==> config.mk <==
export PLATFORM = sky130hd
export DESIGN_NAME = pit_channel
export DESIGN_NICKNAME = d
export VERILOG_FILES = /design/src/rtl/pit_pkg.sv /design/src/rtl/pit_gate_sync.sv /design/src/rtl/pit_host_if.sv /design/src/rtl/pit_counter.sv /design/src/rtl/pit_channel.sv
export SDC_FILE = /design/constraint.sdc
export NUM_CORES = 1
export LEC_CHECK = 0
export BUFFER_PORTS_ARGS = -buffer_cell sky130_fd_sc_hd__buf_4
export CAP_MARGIN = 20
export CORE_MARGIN = 3
export CORE_UTILIZATION = 45
export CTS_CLUSTER_DIAMETER = 30
export DETAILED_ROUTE_END_ITERATION = 10
export GPL_TIMING_DRIVEN = 0
export SYNTH_ARGS = -nofsm -noshare
export SYNTH_HDL_FRONTEND = slang
export SYNTH_SLANG_ARGS = --single-unit
==> constraint.sdc <==
create_clock -name clk_i -period 3.5 [get_ports clk_i]
set_clock_uncertainty 0.05 [all_clocks]
set_input_delay 1.05 -clock clk_i [delete_from_list [all_inputs] [get_ports clk_i]]
set_output_delay 1.05 -clock clk_i [all_outputs]
set_load 0.01 [all_outputs]
==> src/rtl/pit_pkg.sv <==
package pit_pkg;
  typedef enum logic [1:0] {
    MODE_TC      = 2'd0,
    MODE_ONESHOT = 2'd1,
    MODE_RATE    = 2'd2
  } pit_mode_e;
endpackage

==> src/rtl/pit_gate_sync.sv <==
module pit_gate_sync #(
  parameter int STAGES = 2
) (
  input  logic clk_i,
  input  logic rst_ni,
  input  logic gate_i,
  output logic level_o,
  output logic rise_o
);
  logic chain_q [STAGES];
  logic dly_q;

  for (genvar s = 0; s < STAGES; s++) begin : g_stage
    if (s == 0) begin : g_first
      always_ff @(posedge clk_i or negedge rst_ni)
        if (!rst_ni) chain_q[s] <= 1'b0;
        else         chain_q[s] <= gate_i;
    end else begin : g_next
      always_ff @(posedge clk_i or negedge rst_ni)
        if (!rst_ni) chain_q[s] <= 1'b0;
        else         chain_q[s] <= chain_q[s-1];
    end
  end

  always_ff @(posedge clk_i or negedge rst_ni)
    if (!rst_ni) dly_q <= 1'b0;
    else         dly_q <= chain_q[STAGES-1];

  assign level_o = chain_q[STAGES-1];
  assign rise_o  = chain_q[STAGES-1] & ~dly_q;
endmodule

==> src/rtl/pit_host_if.sv <==
module pit_host_if
  import pit_pkg::*;
#(
  parameter int BYTE_W = 8,
  parameter int CNT_W  = 2 * BYTE_W
) (
  input  logic              clk_i,
  input  logic              rst_ni,
  input  logic              wr_en_i,
  input  logic              wr_sel_i,
  input  logic [BYTE_W-1:0] wr_data_i,
  input  logic              rd_en_i,
  input  logic [CNT_W-1:0]  cnt_i,
  output pit_mode_e         mode_o,
  output pit_mode_e         new_mode_o,
  output logic              mode_set_o,
  output logic              lo_wr_o,
  output logic              load_o,
  output logic [CNT_W-1:0]  load_val_o,
  output logic [CNT_W-1:0]  cnt_reg_o,
  output logic [BYTE_W-1:0] rd_data_o
);
  pit_mode_e         mode_q;
  logic              wr_ptr_q, rd_ptr_q;
  logic [BYTE_W-1:0] lo_q, rd_hi_q;
  logic [CNT_W-1:0]  cr_q;
  logic              cnt_wr;

  assign new_mode_o = pit_mode_e'(wr_data_i[1:0]);
  assign mode_set_o = wr_en_i & wr_sel_i & (wr_data_i[1:0] != 2'd3);
  assign cnt_wr     = wr_en_i & ~wr_sel_i;
  assign lo_wr_o    = cnt_wr & ~wr_ptr_q;
  assign load_o     = cnt_wr & wr_ptr_q;
  assign load_val_o = {wr_data_i, lo_q};
  assign mode_o     = mode_q;
  assign cnt_reg_o  = cr_q;
  assign rd_data_o  = rd_ptr_q ? rd_hi_q : cnt_i[BYTE_W-1:0];

  always_ff @(posedge clk_i or negedge rst_ni) begin
    if (!rst_ni) begin
      mode_q   <= MODE_TC;
      wr_ptr_q <= 1'b0;
      lo_q     <= '0;
      cr_q     <= '0;
    end else if (mode_set_o) begin
      mode_q   <= new_mode_o;
      wr_ptr_q <= 1'b0;
    end else if (cnt_wr) begin
      wr_ptr_q <= ~wr_ptr_q;
      if (!wr_ptr_q) lo_q <= wr_data_i;
      else           cr_q <= load_val_o;
    end
  end

  // high byte frozen when the low byte is taken
  always_ff @(posedge clk_i or negedge rst_ni) begin
    if (!rst_ni) begin
      rd_ptr_q <= 1'b0;
      rd_hi_q  <= '0;
    end else if (mode_set_o) begin
      rd_ptr_q <= 1'b0;
    end else if (rd_en_i) begin
      rd_ptr_q <= ~rd_ptr_q;
      if (!rd_ptr_q) rd_hi_q <= cnt_i[CNT_W-1:BYTE_W];
    end
  end

  assert_reserved_mode_R2: assert property (@(posedge clk_i) disable iff (!rst_ni)
    (wr_en_i && wr_sel_i && wr_data_i[1:0] == 2'd3) |=> $stable(mode_q));

  assert_read_capture_R12: assert property (@(posedge clk_i) disable iff (!rst_ni)
    (rd_en_i && !rd_ptr_q && !mode_set_o) |=> (rd_data_o == $past(cnt_i[CNT_W-1:BYTE_W])));
endmodule

==> src/rtl/pit_counter.sv <==
module pit_counter
  import pit_pkg::*;
#(
  parameter int CNT_W = 16
) (
  input  logic             clk_i,
  input  logic             rst_ni,
  input  pit_mode_e        mode_i,
  input  pit_mode_e        new_mode_i,
  input  logic             mode_set_i,
  input  logic             lo_wr_i,
  input  logic             load_i,
  input  logic [CNT_W-1:0] load_val_i,
  input  logic [CNT_W-1:0] cnt_reg_i,
  input  logic             level_i,
  input  logic             rise_i,
  output logic [CNT_W-1:0] cnt_o,
  output logic             out_o
);
  localparam logic [CNT_W-1:0] ONE = CNT_W'(1);
  localparam logic [CNT_W-1:0] TWO = CNT_W'(2);

  logic [CNT_W-1:0] ce_q, ce_dec;
  logic             out_q, run_q, armed_q;

  assign ce_dec = ce_q - ONE;
  assign cnt_o  = ce_q;
  assign out_o  = out_q;

  always_ff @(posedge clk_i or negedge rst_ni) begin
    if (!rst_ni) begin
      ce_q    <= '0;
      out_q   <= 1'b0;
      run_q   <= 1'b0;
      armed_q <= 1'b0;
    end else if (mode_set_i) begin
      run_q   <= 1'b0;
      armed_q <= 1'b0;
      out_q   <= (new_mode_i != MODE_TC);
    end else begin
      case (mode_i)
        MODE_TC: begin
          if (load_i) begin
            ce_q  <= load_val_i;
            out_q <= 1'b0;
            run_q <= 1'b1;
          end else if (lo_wr_i) begin
            run_q <= 1'b0;
          end else if (run_q) begin
            ce_q <= ce_dec;
            if (ce_q == ONE) out_q <= 1'b1;
          end
        end
        MODE_ONESHOT: begin
          if (load_i) armed_q <= 1'b1;
          if (rise_i && armed_q) begin
            ce_q  <= cnt_reg_i;
            out_q <= 1'b0;
            run_q <= 1'b1;
          end else if (run_q) begin
            ce_q <= ce_dec;
            if (ce_q == ONE) out_q <= 1'b1;
          end
        end
        MODE_RATE: begin
          if (load_i && !run_q) begin
            ce_q  <= load_val_i;
            run_q <= 1'b1;
          end else if (run_q) begin
            if (!level_i) begin
              out_q <= 1'b1;
            end else if (rise_i || ce_q == ONE) begin
              ce_q  <= cnt_reg_i;
              out_q <= 1'b1;
            end else begin
              ce_q  <= ce_dec;
              out_q <= (ce_q != TWO);
            end
          end
        end
        default: ;
      endcase
    end
  end

  assert_tc_rise_at_zero_R4: assert property (@(posedge clk_i) disable iff (!rst_ni)
    (mode_i == MODE_TC && $rose(out_q) && !$past(mode_set_i)) |-> (ce_q == '0));

  assert_low_byte_freezes_R5: assert property (@(posedge clk_i) disable iff (!rst_ni)
    (mode_i == MODE_TC && lo_wr_i) |=> $stable(ce_q));

  assert_oneshot_fall_on_gate_R6: assert property (@(posedge clk_i) disable iff (!rst_ni)
    (mode_i == MODE_ONESHOT && $fell(out_q)) |-> $past(rise_i));

  assert_rate_low_one_clock_R9: assert property (@(posedge clk_i) disable iff (!rst_ni)
    (mode_i == MODE_RATE && !out_q && !mode_set_i) |=> out_q);

  assert_gate_low_high_R11: assert property (@(posedge clk_i) disable iff (!rst_ni)
    (mode_i == MODE_RATE && run_q && !level_i && !mode_set_i) |=> out_q);
endmodule

==> src/rtl/pit_channel.sv <==
module pit_channel
  import pit_pkg::*;
#(
  parameter int BYTE_W      = 8,
  parameter int SYNC_STAGES = 2
) (
  input  logic              clk_i,
  input  logic              rst_ni,
  input  logic              wr_en_i,
  input  logic              wr_sel_i,
  input  logic [BYTE_W-1:0] wr_data_i,
  input  logic              rd_en_i,
  output logic [BYTE_W-1:0] rd_data_o,
  input  logic              gate_i,
  output logic              out_o
);
  localparam int CNT_W = 2 * BYTE_W;

  pit_mode_e        mode, new_mode;
  logic             mode_set, lo_wr, load, level, rise;
  logic [CNT_W-1:0] load_val, cnt_reg, cnt;

  pit_gate_sync #(.STAGES(SYNC_STAGES)) u_sync (
    .clk_i, .rst_ni, .gate_i,
    .level_o(level), .rise_o(rise)
  );

  pit_host_if #(.BYTE_W(BYTE_W), .CNT_W(CNT_W)) u_host (
    .clk_i, .rst_ni, .wr_en_i, .wr_sel_i, .wr_data_i, .rd_en_i,
    .cnt_i(cnt), .mode_o(mode), .new_mode_o(new_mode),
    .mode_set_o(mode_set), .lo_wr_o(lo_wr), .load_o(load),
    .load_val_o(load_val), .cnt_reg_o(cnt_reg), .rd_data_o
  );

  pit_counter #(.CNT_W(CNT_W)) u_cnt (
    .clk_i, .rst_ni, .mode_i(mode), .new_mode_i(new_mode),
    .mode_set_i(mode_set), .lo_wr_i(lo_wr), .load_i(load),
    .load_val_i(load_val), .cnt_reg_i(cnt_reg),
    .level_i(level), .rise_i(rise), .cnt_o(cnt), .out_o
  );
endmodule

==> qor.csv, run 1 <==
metric,value,unit
ys.flop_type,dfrtp_1,
finalMaxSlewViolations,0,
ys_seq_area_share,36.11,%
path_class,input port to register,
min_from,u_sync.chain_q[1],
grt_pass1_wl,21.90,mm
ir_worst_vdd,0.2928,mV
leakage,1.837,nW
synth_area_per_cell,8.355,um2
cts_buffers,9,
setup_viol,0,
top_usage_layer,met1,
initial_core_util,47.71,%
clk_latency,0.35,ns
nFillCells,835,
critPathMaxFanout,10,
cts_resized,0,
rsz0062_at_grt,false,
io_pins,23,
slew_headroom,24.88,%
grt_max_degree,59,
grtUsageTotal,29.19,%
dieArea,0.01010,mm2
gr-usage-met2,41.95,%
cts_tree,built,
start_kind,input port,
ant_nets,0,
numClockSinks,58,
gp_congestion,0.9762,
yosysTopAreaCell,dfrtp_1,
cts_hold_buffers,0,
period_share,85.67,%
post_cts_buffers,0,
whs,0.3019,ns
drive_gt1_share,15.70,%
max_clock_freq,333.5,MHz
routed_wl,14.17,mm
cts_root_buf,clkbuf_8,
drtIter0Drc,520,
tightest_slew,1.124,ns
synth_edf_count,0,
r2r_end,u_cnt.cnt_o[10],
ys_ff_latch,58,
required,3.71,ns
crit_path_top_delay_cell,nor2_1,
hold_class,register to register,
path_clk_slew,0.07,ns
drc,0,
finalSetupTns,0,ns
maxCapViolations,0,
r2r_slack,0.58,ns
drt_pass1_iterations,5,
critPathMaxStageDelay,0.66,ns
powerDensity,792.1,mW/mm2
syn-num-nets,502,
period_needed,2.999,ns
crit_chain,buf_4 > nand4bb_1 > nor2_1 > clkbuf_1 > a221oi_1 > a31oi_1,
hold_viol,0,
yosys_warnings,0,
status,finished clean,
holdPathStages,0,
ff2ff_path_depth,9,
rows,33,
grt_overflow,0,
port_buffers,20,
antenna_found_initial,0,
whs_endpoint,u_sync.level_o,
synthCells,481,
die_h,100.5,um
hpwlAfterDp,10.08,mm
synth-async-reset-ratio,100.0,%
rr_startpoint,u_cnt.cnt_o[0],
cp_data_arrival_time,3.21,ns
grt_pass1_vias,3638,
critPathCaptureType,register,
cts.path.max_buffers,2,
n_antenna_cell,0,
htreeDepth,3,
viasPerCell,6.395,
die_w,100.5,um
flow.area_growth_from_synthesis,11.80,%
met3_usage,6.505,%
use_met1,42.68,%
vias,3971,
avgRoutedWirePerCell,22.81,um
yosysTopAreaCellShare,36.11,%
ys_top_cells_by_area,"dfrtp_1 36%, nand2_1 8.6%, mux2_2 5.9%",
synthDistinctLibCells,63,
synth_area,0.004019,mm2
core_area,0.008423,mm2
nets,533,
==> through the flow <==
| step | setup slack [ns] | total power, mW | instance area (um2) | util (%) | cells |
|---|---|---|---|---|---|
| floorplan | 0.8350 | 2.317 | 4019 | - | 481 |
| global placement | 0.2634 | 2.872 | 4300 | 51.05 | 606 |
| detailed placement | 0.2701 | 2.882 | 4300 | 51.05 | 606 |
| CTS | 0.6199 | 3.526 | 4493 | 53.34 | 621 |
| global route | 0.3832 | 3.770 | 4493 | 53.34 | 621 |
| finish | 0.5015 | 3.559 | 4493 | 53.34 | 621 |
==> registers in the layout (all words and copies together) (netlist names) <==
signal            cells
u_host.wr_ptr_q       1
u_sync.chain_q        1
u_host.cnt_reg_o     16
u_host.mode_o         2
u_host.rd_hi_q        8
u_cnt.cnt_o          16
u_cnt.out_o           1
u_cnt.armed_q         1
u_sync.level_o        1
u_sync.dly_q          1
u_host.lo_q           8
u_host.rd_ptr_q       1
u_cnt.run_q           1
==> worst max-delay path: cells and delay by family <==
kind,cells,cell delay (ns)
simple gates,2,0.96
compound gates,2,0.45
buf+inv,2,0.74
==> kinds of logic after synthesis <==
logic type / synth area share [%]
muxes: 5.884
AOI/OAI and AO/OA: 21.61
adders and majority gates: 2.179
DFF: 36.11
xor gates and xnor gates: 5.013
and+or+nand+nor: 23.63
buffers and inverters: 5.573
==> synthesized netlist by cell type, types with 2 or more instances <==
master	instances
a2111oi_0	2
a211o_1	3
a211oi_1	8
a21boi_0	2
a21oi_1	28
a221oi_1	7
a22oi_1	2
a31oi_1	15
and2_1	5
and3_1	2
buf_1	5
buf_2	8
buf_6	6
clkbuf_1	19
dfrtp_1	58
ha_1	7
inv_1	7
mux2_2	21
nand2_1	92
nand3_1	12
nand3b_1	3
nand4_1	5
nor2_1	36
nor3_1	7
nor3b_1	3
nor4_1	6
o211ai_1	12
o21a_1	4
o21ai_0	25
o22a_1	4
o22ai_1	7
o31a_1	2
o31ai_1	2
or2_2	3
or3_1	4
xnor2_1	14
xor2_1	9
==> layout by cell type (no fill, tap or decap), drive strengths merged, types with 3 or more instances in the layout <==
cell / count
nand2: 93
dfrtp: 58
buf: 39
nor2: 37
clkbuf: 29
a21oi: 28
o21ai: 25
mux2: 21
a31oi: 15
xnor2: 14
nand3: 12
o211ai: 12
xor2: 9
nor3: 9
a211oi: 8
a221oi: 8
nor4: 8
inv: 7
o22ai: 7
ha: 7
and2: 6
nand4: 5
o22a: 4
or3: 4
o21a: 4
nor3b: 3
nand3b: 3
or2: 3
a211o: 3
==> worst max-delay path by stage <==
stage	slack, ns	start	depth (start not counted)	to
after floorplan	0.84	wr_data_i[1]	7	u_cnt.cnt_o[10]
after global placement	0.26	wr_sel_i	6	u_cnt.cnt_o[9]
after detailed placement	0.27	wr_sel_i	6	u_cnt.cnt_o[9]
after CTS	0.62	wr_en_i	7	u_host.cnt_reg_o[8]
after global routing	0.38	wr_sel_i	6	u_cnt.cnt_o[9]
final	0.50	wr_sel_i	6	u_cnt.cnt_o[9]
==> power by group <==
part	switching (mW)	total, mW	internal [mW]	leakage, nW
sequential	0.225	1.14	0.918	0.695
combinational	1.06	1.78	0.719	1.05
clock	0.298	0.639	0.341	0.0941
total	1.58	3.56	1.98	1.84
==> area by class of cell <==
cell class / instances / area, um2 / share of cell area [%]
Inverter: 7 / 26.28 / 0.5848
Timing Repair Buffer: 20 / 150.1 / 3.342
Sequential cell: 58 / 1451 / 32.30
Multi-Input combinational cell: 378 / 2344 / 52.16
Buffer: 38 / 197.7 / 4.400
Tap cell: 105 / 131.4 / 2.924
Clock inverter: 5 / 55.05 / 1.225
Clock buffer: 10 / 137.6 / 3.063
==> layer usage <==
| metal | vias to the layer above | wire length (um) |
|---|---|---|
| li1 | 1804 | - |
| met1 | 1887 | 6075 |
| met2 | 245 | 6094 |
| met3 | 35 | 1570 |
| met4 | 0 | 425 |
| met5 | - | 0 |
Note: power is estimated with default switching activity, not from simulation.
==> run 2: changes to the inputs <==
--- a/config.mk
+++ b/config.mk
@@ -12,6 +12,7 @@
 export CTS_CLUSTER_DIAMETER = 30
 export DETAILED_ROUTE_END_ITERATION = 10
 export GPL_TIMING_DRIVEN = 0
+export MAX_ROUTING_LAYER = met4
 export SYNTH_ARGS = -nofsm -noshare
 export SYNTH_HDL_FRONTEND = slang
 export SYNTH_SLANG_ARGS = --single-unit
==> run 2 against run 1 <==
Final cell count up 0.16%. Combinational power up 2%. First-iteration DRC count down 35%. Global-route usage down 0.24 points. Routed wire length down 2.8%. Count of clock-buffer cells in the layout up 2. Largest cell class unchanged.
==> qor.csv, run 2 (synthesis gave the netlist of run 1 again) <==
metric,value,unit,change
status,finished clean,,unchanged
die_w,100.5,um,unchanged
clk_latency,0.34,ns,was 0.35 ns
ir_worst_vdd,0.2761,mV,was 0.2928 mV
required,3.71,ns,about the same
cts_root_buf,clkbuf_8,,unchanged
gp_congestion,0.9590,,was 0.9762
ff2ff_path_depth,7,,was 9
whs,0.2989,ns,was 0.3019 ns
period_share,81.20,%,was 85.67%
slew_headroom,44.16,%,was 24.88%
drt_pass1_iterations,6,,was 5
powerDensity,816.3,mW/mm2,was 792.1 mW/mm2
grt_overflow,0,,unchanged
core_area,0.008423,mm2,unchanged
final_util,53.88,%,was 53.34%
whs_endpoint,u_sync.level_o,,unchanged
cts_hold_buffers,0,,unchanged
viasPerCell,6.333,,was 6.395
leakage,1.862,nW,was 1.837 nW
period_needed,2.842,ns,was 2.999 ns
grt_pass1_vias,3676,,was 3638
grt_pass1_wl,21.50,mm,was 21.90 mm
holdPathStages,0,,unchanged
rr_startpoint,u_cnt.cnt_o[1],,was u_cnt.cnt_o[0]
numClockSinks,58,,unchanged
cts_tree,built,,unchanged
critPathCaptureType,register,,unchanged
ant_nets,0,,unchanged
path_buf_inv,2,,unchanged
tightest_slew,0.8299,ns,was 1.124 ns
hold_class,register to register,,unchanged
drtIter0Drc,338,,was 520
htreeDepth,3,,unchanged
flow.area_growth_from_synthesis,12.92,%,was 11.80%
finalSetupTns,0,ns,unchanged
max_clock_freq,351.9,MHz,was 333.5 MHz
r2r_slack,0.69,ns,was 0.58 ns
path_clk_slew,0.07,ns,about the same
finalMaxSlewViolations,0,,unchanged
cts.path.max_buffers,2,,unchanged
io_pins,23,,unchanged
cp_data_arrival_time,3.05,ns,was 3.21 ns
min_from,u_sync.chain_q[1],,unchanged
critPathMaxStageDelay,0.55,ns,was 0.66 ns
maxCapViolations,0,,unchanged
nFillCells,823,,was 835
avgRoutedWirePerCell,22.14,um,was 22.81 um
layout_common_cells,"92 x nand2_1, 58 x dfrtp_1, 36 x nor2_1, 28 x a21oi_1, 25 x o21ai_0",,unchanged
drive_gt1_share,15.86,%,was 15.70%
hpwlAfterDp,10.01,mm,was 10.08 mm
dieArea,0.01010,mm2,unchanged
start_kind,input port,,unchanged
cts_buffers,9,,unchanged
grt_max_degree,59,,unchanged
layout_commonest_cell,nand2_1,,unchanged
n_antenna_cell,0,,unchanged
cts_resized,0,,unchanged
crit_path_top_delay_cell,nor2_1,,unchanged
post_cts_buffers,0,,unchanged
drc,0,,unchanged
vias,3939,,was 3971
critPathMaxFanout,10,,unchanged
r2r_end,u_cnt.cnt_o[5],,was u_cnt.cnt_o[10]
crit_chain,buf_4 > nand4bb_1 > nor2_1 > clkbuf_1 > a221oi_1 > a31oi_1,,unchanged
path_class,input port to register,,unchanged
multi_input_area,0.002344,mm2,unchanged
port_buffers,20,,unchanged
hold_viol,0,,unchanged
regArea,0.001451,mm2,unchanged
critPathTopFamily,simple AND/OR/NAND/NOR gates,,unchanged
setup_viol,0,,unchanged
rows,33,,unchanged
nets,533,,unchanged
rsz0062_at_grt,false,,unchanged
die_h,100.5,um,unchanged
grtUsageTotal,28.95,%,was 29.19%
antenna_found_initial,0,,unchanged
initial_core_util,47.71,%,unchanged
routed_wl,13.77,mm,was 14.17 mm
[run 2: power by group]
group	total, mW	internal, mW	switching (mW)
combinational	1.82	0.721	1.10
sequential	1.15	0.919	0.227
clock	0.743	0.458	0.285
[run 2: worst reg2reg max path, cell delays in order, from the launching register on]
cell and delay [ns]:
dfrtp_1 0.48, or4b_1 0.55, buf_2 0.19, nor3_2 0.14, xnor2_1 0.23, a21oi_1 0.13, a2111oi_0 0.71, a21oi_1 0.19
[run 2: final cells by class]
class / instances / area share (%)
Multi-Input combinational cell: 378 / 51.64
Sequential cell: 58 / 31.98
Buffer: 38 / 4.356
Clock buffer: 12 / 3.639
Timing Repair Buffer: 20 / 3.309
Tap cell: 105 / 2.895
Clock inverter: 4 / 1.599
Inverter: 7 / 0.5790
[run 2: metrics by stage]
step                cell area, um2  setup slack, ns  cells  power, mW
finish                        4538           0.6580    622      3.705
detailed placement            4300           0.3442    606      2.909
CTS                           4538           0.6936    622      3.670
global placement              4300           0.3113    606      2.896
global route                  4538           0.4507    622      3.923
floorplan                     4019           0.8350    481      2.317
[run 2: layer usage]
| metal | vias to the layer above | global-route usage, % | routed length (um) |
|---|---|---|---|
| li1 | 1799 | - | - |
| met4 | 0 | 7.979 | 216 |
| met2 | 251 | 40.21 | 5845 |
| met3 | 22 | 5.952 | 1413 |
| met1 | 1867 | 42.63 | 6294 |
| met5 | - | - | 0 |
[run 2: worst max-delay path by stage]
stage | start | to | slack [ns] | cells after the start
6_report | wr_sel_i | u_cnt.cnt_o[6] | 0.66 | 6
3_5_place_dp | wr_data_i[1] | u_cnt.cnt_o[10] | 0.34 | 7
4_1_cts | wr_data_i[1] | u_cnt.cnt_o[10] | 0.69 | 7
2_1_floorplan | wr_data_i[1] | u_cnt.cnt_o[10] | 0.84 | 7
5_1_grt | u_cnt.cnt_o[1] | u_cnt.cnt_o[5] | 0.45 | 7
3_3_place_gp | wr_data_i[1] | u_cnt.cnt_o[10] | 0.31 | 7
